**src/rtl/gprf_pkg.sv**
```systemverilog
package gprf_pkg;
  typedef enum logic [1:0] {
    SZ_B8  = 2'b00,
    SZ_B16 = 2'b01,
    SZ_B32 = 2'b10,
    SZ_B64 = 2'b11
  } acc_size_e;
endpackage

```
**src/rtl/gprf_merge.sv**
```systemverilog
module gprf_merge
  import gprf_pkg::*;
#(
  parameter int XLEN = 64
) (
  input  logic [XLEN-1:0] old_i,
  input  logic [XLEN-1:0] data_i,
  input  acc_size_e       size_i,
  input  logic            hi_i,
  output logic [XLEN-1:0] new_o
);
  localparam int HALF_W = 32;

  always_comb begin
    new_o = old_i;
    case (size_i)
      SZ_B64: new_o = data_i;
      SZ_B32: new_o = {{(XLEN-HALF_W){1'b0}}, data_i[HALF_W-1:0]};
      SZ_B16: new_o[15:0] = data_i[15:0];
      default: begin
        if (hi_i) new_o[15:8] = data_i[7:0];
        else      new_o[7:0]  = data_i[7:0];
      end
    endcase
  end
endmodule

```
**src/rtl/gprf_extract.sv**
```systemverilog
module gprf_extract
  import gprf_pkg::*;
#(
  parameter int XLEN         = 64,
  parameter int IDX_W        = 4,
  parameter int HI_LANE_REGS = 4
) (
  input  logic [XLEN-1:0]  word_i,
  input  logic [IDX_W-1:0] idx_i,
  input  acc_size_e        size_i,
  input  logic             hi_i,
  output logic [XLEN-1:0]  data_o,
  output logic             illegal_o
);
  logic hi_sel;

  assign hi_sel    = (size_i == SZ_B8) && hi_i;
  assign illegal_o = hi_sel && (idx_i >= IDX_W'(HI_LANE_REGS));

  always_comb begin
    data_o = '0;
    case (size_i)
      SZ_B64: data_o = word_i;
      SZ_B32: data_o[31:0] = word_i[31:0];
      SZ_B16: data_o[15:0] = word_i[15:0];
      default: begin
        if (!hi_i)          data_o[7:0] = word_i[7:0];
        else if (!illegal_o) data_o[7:0] = word_i[15:8];
      end
    endcase
  end
endmodule

```
**src/rtl/gprf_bank.sv**
```systemverilog
module gprf_bank #(
  parameter int NUM_REGS = 16,
  parameter int XLEN     = 64,
  localparam int IDX_W   = $clog2(NUM_REGS)
) (
  input  logic                           clk_i,
  input  logic                           rst_ni,
  input  logic                           we_i,
  input  logic [IDX_W-1:0]               idx_i,
  input  logic [XLEN-1:0]                wdata_i,
  output logic [NUM_REGS-1:0][XLEN-1:0]  rf_o
);
  for (genvar g = 0; g < NUM_REGS; g++) begin : g_reg
    logic hit;
    assign hit = we_i && (idx_i == IDX_W'(g));
    always_ff @(posedge clk_i or negedge rst_ni) begin
      if (!rst_ni)  rf_o[g] <= '0;
      else if (hit) rf_o[g] <= wdata_i;
    end
  end
endmodule

```
**src/rtl/gprf_top.sv**
```systemverilog
module gprf_top
  import gprf_pkg::*;
#(
  parameter int NUM_REGS     = 16,
  parameter int XLEN         = 64,
  parameter int HI_LANE_REGS = 4,
  localparam int IDX_W       = $clog2(NUM_REGS),
  localparam int NUM_RD      = 2
) (
  input  logic             clk_i,
  input  logic             rst_ni,
  input  logic             wr_en_i,
  input  logic [IDX_W-1:0] wr_idx_i,
  input  logic [1:0]       wr_size_i,
  input  logic             wr_hi_i,
  input  logic [XLEN-1:0]  wr_data_i,
  input  logic [IDX_W-1:0] rd0_idx_i,
  input  logic [1:0]       rd0_size_i,
  input  logic             rd0_hi_i,
  output logic [XLEN-1:0]  rd0_data_o,
  input  logic [IDX_W-1:0] rd1_idx_i,
  input  logic [1:0]       rd1_size_i,
  input  logic             rd1_hi_i,
  output logic [XLEN-1:0]  rd1_data_o,
  output logic             illegal_o
);
  logic [NUM_REGS-1:0][XLEN-1:0] rf_q;
  acc_size_e                     wr_size;
  logic                          wr_ill;
  logic                          wr_ok;
  logic [XLEN-1:0]               merged;

  logic [NUM_RD-1:0][IDX_W-1:0]  rd_idx;
  logic [NUM_RD-1:0][1:0]        rd_size;
  logic [NUM_RD-1:0]             rd_hi;
  logic [NUM_RD-1:0][XLEN-1:0]   rd_data;
  logic [NUM_RD-1:0]             rd_ill;

  assign wr_size = acc_size_e'(wr_size_i);
  assign wr_ill  = wr_en_i && (wr_size == SZ_B8) && wr_hi_i
                   && (wr_idx_i >= IDX_W'(HI_LANE_REGS));
  assign wr_ok   = wr_en_i && !wr_ill;

  gprf_merge #(.XLEN(XLEN)) i_merge (
    .old_i  (rf_q[wr_idx_i]),
    .data_i (wr_data_i),
    .size_i (wr_size),
    .hi_i   (wr_hi_i),
    .new_o  (merged)
  );

  gprf_bank #(.NUM_REGS(NUM_REGS), .XLEN(XLEN)) i_bank (
    .clk_i   (clk_i),
    .rst_ni  (rst_ni),
    .we_i    (wr_ok),
    .idx_i   (wr_idx_i),
    .wdata_i (merged),
    .rf_o    (rf_q)
  );

  assign rd_idx  = {rd1_idx_i, rd0_idx_i};
  assign rd_size = {rd1_size_i, rd0_size_i};
  assign rd_hi   = {rd1_hi_i, rd0_hi_i};

  for (genvar p = 0; p < NUM_RD; p++) begin : g_rd
    logic [XLEN-1:0] src;
    // same-cycle write is visible to the reader
    assign src = (wr_ok && (rd_idx[p] == wr_idx_i)) ? merged : rf_q[rd_idx[p]];

    gprf_extract #(
      .XLEN(XLEN), .IDX_W(IDX_W), .HI_LANE_REGS(HI_LANE_REGS)
    ) i_ext (
      .word_i    (src),
      .idx_i     (rd_idx[p]),
      .size_i    (acc_size_e'(rd_size[p])),
      .hi_i      (rd_hi[p]),
      .data_o    (rd_data[p]),
      .illegal_o (rd_ill[p])
    );
  end

  assign rd0_data_o = rd_data[0];
  assign rd1_data_o = rd_data[1];
  assign illegal_o  = wr_ill | (|rd_ill);
endmodule

```
**config.mk**
```make
export PLATFORM = sky130hd
export DESIGN_NAME = gprf_top
export DESIGN_NICKNAME = d
export VERILOG_FILES = /design/src/rtl/gprf_pkg.sv /design/src/rtl/gprf_merge.sv /design/src/rtl/gprf_extract.sv /design/src/rtl/gprf_bank.sv /design/src/rtl/gprf_top.sv
export SDC_FILE = /design/constraint.sdc
export NUM_CORES = 2
export LEC_CHECK = 0
export BUFFER_PORTS_ARGS = -buffer_cell sky130_fd_sc_hd__buf_2
export CORE_UTILIZATION = 50
export CTS_BUF_LIST = sky130_fd_sc_hd__clkbuf_8
export CTS_CLUSTER_DIAMETER = 200
export DETAILED_ROUTE_END_ITERATION = 10
export PLACE_DENSITY_LB_ADDON = 0.2
export SYNTH_ARGS = -nofsm -noshare
export SYNTH_HDL_FRONTEND = slang
export SYNTH_SLANG_ARGS = --single-unit
```
**constraint.sdc**
```tcl
create_clock -name clk_i -period 4.3 [get_ports clk_i]
set_input_delay 0.215 -clock clk_i [delete_from_list [all_inputs] [get_ports clk_i]]
set_output_delay 0.215 -clock clk_i [all_outputs]
set_load 0.005 [all_outputs]
```
======== Word-level counts from Yosys, hierarchy flattened ========
Index checks and enable logic that the tools add are counted.
word-level totals
  flip-flop bits (word level) ............. 1,024
  bits of input ports ..................... 88
  output and inout bits ................... 129
  word-level logic and storage cells ...... 110
operators by class
  $lt $le $gt $ge ......................... 6
  eq/ne operators ......................... 26
  multiplexer cells ....................... 24
  bitwise operators ....................... 1
  reduce and logical (&&, ||, !) cells .... 37
operators with widths
  kind                                                                                  number
  64-bit binary-select mux with 4-bit select                                            3
  64-bit 2-to-1 mux                                                                     5
  48-bit one-hot mux with 2 select lines                                                1
  8-bit 2-to-1 mux                                                                      10
  32-bit 2-to-1 mux                                                                     2
  16-bit 2-to-1 mux                                                                     3
  4-bit == test (second input constant)                                                 8
  1-bit logical AND                                                                     26
  4-bit by 3-bit == test with 1-bit output (second input constant)                      4
  4-bit by 5-bit < comparator with 1-bit output (second input constant)                 3
  2-bit == test (second input constant)                                                 6
  4-bit by 3-bit greater-or-equal comparator with 1-bit output (second input constant)  3
  3-bit OR reduction                                                                    3
  4-bit by 2-bit == test with 1-bit output (second input constant)                      2
  4-bit == test                                                                         2
  2-bit by 1-bit == test with 1-bit output (second input constant)                      3
  2-bit zero test                                                                       3
  2-bit OR reduction                                                                    3
  4-bit by 1-bit == test with 1-bit output (second input constant)                      1
  4-bit zero test                                                                       1
  1-bit zero test                                                                       1
  1-bit bitwise OR                                                                      1

======== Depth between registers and ports, before layout ========
  word-level depth ........................ 11
  mapped depth ............................ 12
  depth with buffers taken out ............ 6

======== Hierarchy ========
Synthesis repeated with hierarchy kept, for this count alone.
second synthesis, totals
  cell total of the unflattened synthesis .. 4,128
  area, all modules ....................... 64,025.2 sq um
by module, submodules not included
  module        times used  cells each  area an instance (sq um)  seq. area each (sq um)
  gprf_bank     1           2,238       38,066.5                  25,624.6
  gprf_top      1           1,623       24,003.0                  0.0
  gprf_extract  2           85          571.8                     0.0
  gprf_merge    1           97          812.0                     0.0

======== Least setup slack after synthesis ========
No wires, ideal clock.
  path type ............................... input port to output port
  from .................................... input port rd0_idx_i[0]
  to ...................................... output port rd0_data_o[16]
  data arrival time ....................... 2,138 ps
  data required time ...................... 4,085 ps
  path slack .............................. 1,947 ps
  stages .................................. 8
  path buffers ............................ 4
  path through ............................ clkbuf_1 > buf_2 > buf_4 > buf_2 > mux4_2 > mux4_2 > nand2_1 > o21ai_0
between the ends
  word-level cells in the longest chain between the ends .. 4
  elaborated cells between the ends (all ways) .. 6
  classes of those cells .................. 1 x eq/ne; 4 x mux; 1 x reduce/logical
ends and longest elaborated chain
  element                                                                              RTL line            RTL
  start: declaration                                                                   gprf_top.sv:17      input logic [IDX_W-1:0] rd0_idx_i,
  64-bit binary-select mux with 4-bit select / 4-bit == test (equally long branches)   gprf_top.sv:68      assign src = (wr_ok && (rd_idx[p] == wr_idx_i)) ? merged : rf_q[rd_idx[p]];
  64-bit 2-to-1 mux (not written as such) / 1-bit logical AND (equally long branches)  gprf_top.sv:68
  64-bit 2-to-1 mux (*)                                                                gprf_top.sv:68
  16-bit 2-to-1 mux (*)                                                                gprf_extract.sv:22  case (size_i)
  end: declaration                                                                     gprf_top.sv:20      output logic [XLEN-1:0] rd0_data_o,
Every way passes the cells marked *; elsewhere a longest branch is shown, timed or not. The select of a mux whose other input is x is not followed.

======== Final worst setup path ========
  from .................................... register i_bank.rf_o[648] (netlist name)
  to ...................................... output port rd1_data_o[0]
between the ends
  word-level cells in the longest chain between the ends .. 8
  elaborated cells between the ends (all ways) .. 10
  classes of those cells .................. 10 x mux
ends and longest elaborated chain
  element                                     RTL line            RTL
  start: declaration                          gprf_bank.sv:11     output logic [NUM_REGS-1:0][XLEN-1:0] rf_o
  start signal: indexed assignment            gprf_bank.sv:18     else if (hit) rf_o[g] <= wdata_i;
  64-bit binary-select mux with 4-bit select  gprf_top.sv:45      .old_i (rf_q[wr_idx_i]),
  64-bit 2-to-1 mux (not written as such)     gprf_top.sv:45
  8-bit 2-to-1 mux                            gprf_merge.sv:21    if (hi_i) new_o[15:8] = data_i[7:0];
  16-bit 2-to-1 mux                           gprf_merge.sv:16    case (size_i)
  64-bit 2-to-1 mux (*)                       gprf_top.sv:68
  8-bit 2-to-1 mux (*)                        gprf_extract.sv:28  else if (!illegal_o) data_o[7:0] = word_i[15:8];
  8-bit 2-to-1 mux (*)                        gprf_extract.sv:27  if (!hi_i) data_o[7:0] = word_i[7:0];
  8-bit 2-to-1 mux (*)                        gprf_extract.sv:22
  end: declaration                            gprf_top.sv:24      output logic [XLEN-1:0] rd1_data_o,
Marks and branches as above.

==> summary.md <==
| Metric | Value |
|---|---|
| Vias in the first global route | about 47000 |
| CTS tree | built |
| HP Start | wr_data_i[29] |
| First-pass GRT wire length | around 310000 um |
| CP arrival | roughly 3300 ps |
| First-pass DRT Iterations | 6 |
| Via density | between 6 and 7 |
| Max-Slew Margin vs Limit | 9.937% |
| Critical-path cell list | mux4_2 -> nor2b_1 -> a211oi_1 -> a311o_1 -> nor2_1 -> o311a_1 -> buf_2 |
| Yosys warnings | 0 |
| Via count | 47420 |
| P per Cell Area | approximately 440 nW/um2 |
| Remaining Overflow, GRT | 0 |
| Worst EP required | between 4000 and 5000 ps |
| Hold_buf cts | a little under 60 |
| FF-to-FF Start | i_bank.rf_o[648] |
| Max_cap viols | 0 |
| Clk buf depth | 3 |
| Hold Path Stages | 4 |
| Fraction of registers with async set or reset after synthesis | 100.0% |
| Setup TNS | 0 ps |
| Final Hold Fails | 0 |
| Hold worst-path end | i_bank.rf_o[797] |
| Status | finished clean |
| Met2 usage | roughly half |
| RSZ-0062 raised after global routing | false |
| Number of enable flip-flop cells after synthesis | 0 |
| Core ar. | around 120000 um2 |
| Clock root buffer | clkbuf_8 |
| Syn_area_per_cell | around 12 um2 |
| Number of I/O port buffers | between 200 and 250 |
| Period utilization | approximately four fifths |
| Post-synth top area cell | dfrtp_1 |
| Final net count | 5438 |
| R2R cell count | 6 |
| Worst clock skew | between 40 and 50 ps |
| Layout cell share with drive strength beyond 1 | around 30% |
| Initial Util | 50.43% |
| Type of the most critical hold path | input port to register |
| Biggest regs | i_bank.rf_o: 1024 flops |
| Wire per inst | roughly 28 um |
| Most frequent cell after synthesis | nand2_1 |
| Routed WL | about 200000 um |
| Antenna-violating nets left | 0 |
| Min Tclk post-route | between 3000 and 4000 ps |
| GR peak layer | met2 |
| Fmax | between 200 and 300 MHz |
| Max reg flops | between 1000 and 1500 |
| Tot Pwr | 30.18 mW |
| Post-synth top area share | 41.10% |
| Crit-path max FO | 5 |
| R2r endpoint | i_bank.rf_o[200] |
| Largest net degree at the start of global routing | between 100 and 150 |
| Yosys reg bits | ~1000 |
| VDD IR-drop max | between 0.3 and 0.4 mV |
| Crit Path Class | register to output port |
| Leak pwr | approximately 29 nW |
| Reg2reg setup slack | 1960 ps |
| Final GP Congestion | 0.9005 |
| Post-cts resize count | 0 |
| Initial antenna violation count | 4 |
| Worst-path clk slew | about 60 ps |
| Die footprint | roughly 130000 um2 |
| Clock Sinks | approximately 1000 |
| Worst-Skew Late Latency | 920 ps |
| Row count | roughly 130 |
| Synth top area cells | dfrtp_1 (41%), mux4_2 (31%), nand2_1 (6.8%) |
| Final setup violating endpoints | 0 |
| CP Buf/Inv Count | 1 |
| Crit end category | output port |
| Post-DP HPWL | roughly 120000 um |
| Mapped Area | about 62000 um2 |
| Chip height | between 300 and 400 um |
| CP max-delay cell | mux4_2 |
| H-tree level count | 4 |
| Grt met1 use | roughly 47% |
| I/O pin count | roughly 220 |
| GRT Overall Usage | approximately a third |
| Least-Margin Pin Slew | between 1000 and 1500 ps |
| Reg with most FFs | i_bank.rf_o |
| Synth cell types | 61 |
| Synth Net Count | between 5000 and 6000 |
| Drt first-iter violations | around 5400 |
| Slew Limit Fails | 0 |
| Syn-to-layout area delta | 10.76% |
| CP top delay family | compound AO/OA/AOI/OAI gates |
| Worst stage delay on the critical path | 480 ps |
| Most frequent cells after synthesis | nand2_1 (1124), dfrtp_1 (1024), mux4_2 (846) |
| Dominant synthesized flop cell | dfrtp_1 |
| Grt met3 use | under 10% |
| Die width | around 360 um |
| Syn Inst Count | around 5300 |
| Cts bufs inserted | roughly 180 |
| Post-CTS setup buffer count | 0 |
| Sequential area share after synthesis | 41.10% |
| Startpoint types | register |
| Residual DRC | 0 |
[layout by cell type (no fill, tap or decap), drive strengths merged, types with 6 or more instances in the layout]
cell,instances
dfrtp,1024
nand2,1124
o22ai,97
a222oi,10
clkbuf,225
dlygate4sd3,58
clkinv,17
buf,371
nand3,28
mux2i,97
o221ai,17
nor2,49
inv,131
a22oi,28
a22o,7
clkinvlp,9
o21ai,1087
mux4,846
and2,8
a211oi,20
nor2b,19
nand3b,9
a21oi,55
mux2,70
xor2,6
o21a,19
a31oi,6
[area by class of cell]
cell class	instances	area [um2]
diodes	5	12.51
well taps	1637	2048
clock buffers	224	3083
inverters	66	247.7
fillers	10470	54580
repair buffers	430	3616
flip-flops and latches	1024	25620
multi-input cells	3651	33910
clock inverters	94	511.7
[through the flow]
stage          utilization (%)  setup WS (ps)  hold WS (ps)  cell area [um2]  instances
2_1_floorplan                -           1947        -80.59            62340       5314
3_3_place_gp             52.44          973.4         304.0            64840       6749
6_report                 55.85          825.0         74.78            69050       7131
5_1_grt                  55.85          715.3         62.14            69050       7131
4_1_cts                  55.84          796.3         16.13            69040       7126
3_5_place_dp             52.44          942.1         317.2            64840       6749
[layer usage]
| metal | share of wire, % | up-vias |
|---|---|---|
| met2 | 46 | 2479 |
| li1 | - | 20160 |
| met4 | 3.8 | 0 |
| met5 | 0 | - |
| met3 | 10 | 460 |
| met1 | 40 | 24320 |
[tightest hold or removal path: cells and delay by family]
kind	cells	cell delay, ps
buffers and inverters	2	370
AOI/OAI and AO/OA	2	330
[logic make-up after synthesis]
kind of cell | count (synthesis) | share of synthesized area (%)
DFF | 1024 | 41.10
AOI/OAI and AO/OA | 1369 | 12.64
xor gates and xnor gates | 8 | 0.1124
buffers and inverters | 639 | 4.805
muxes | 1013 | 33.38
and+or+nand+nor | 1261 | 7.954
[report_power, final]
part           internal [mW]  switching [mW]
logic                   4.18            3.61
registers               11.5            1.79
clock network           4.85            4.24
total                   20.5            9.64
[worst max path at each step]
stage	end	slack, ps	cells past startpoint	from
final	rd1_data_o[0]	830	7	i_bank.rf_o[648]
after detailed placement	rd0_data_o[30]	940	8	wr_idx_i[0]
after global routing	rd0_data_o[63]	720	8	wr_idx_i[0]
after floorplan	rd0_data_o[16]	1950	8	rd0_idx_i[0]
after CTS	rd1_data_o[1]	800	7	i_bank.rf_o[521]
after global placement	rd0_data_o[30]	970	8	wr_idx_i[0]
(Power assumes the default switching activity.)
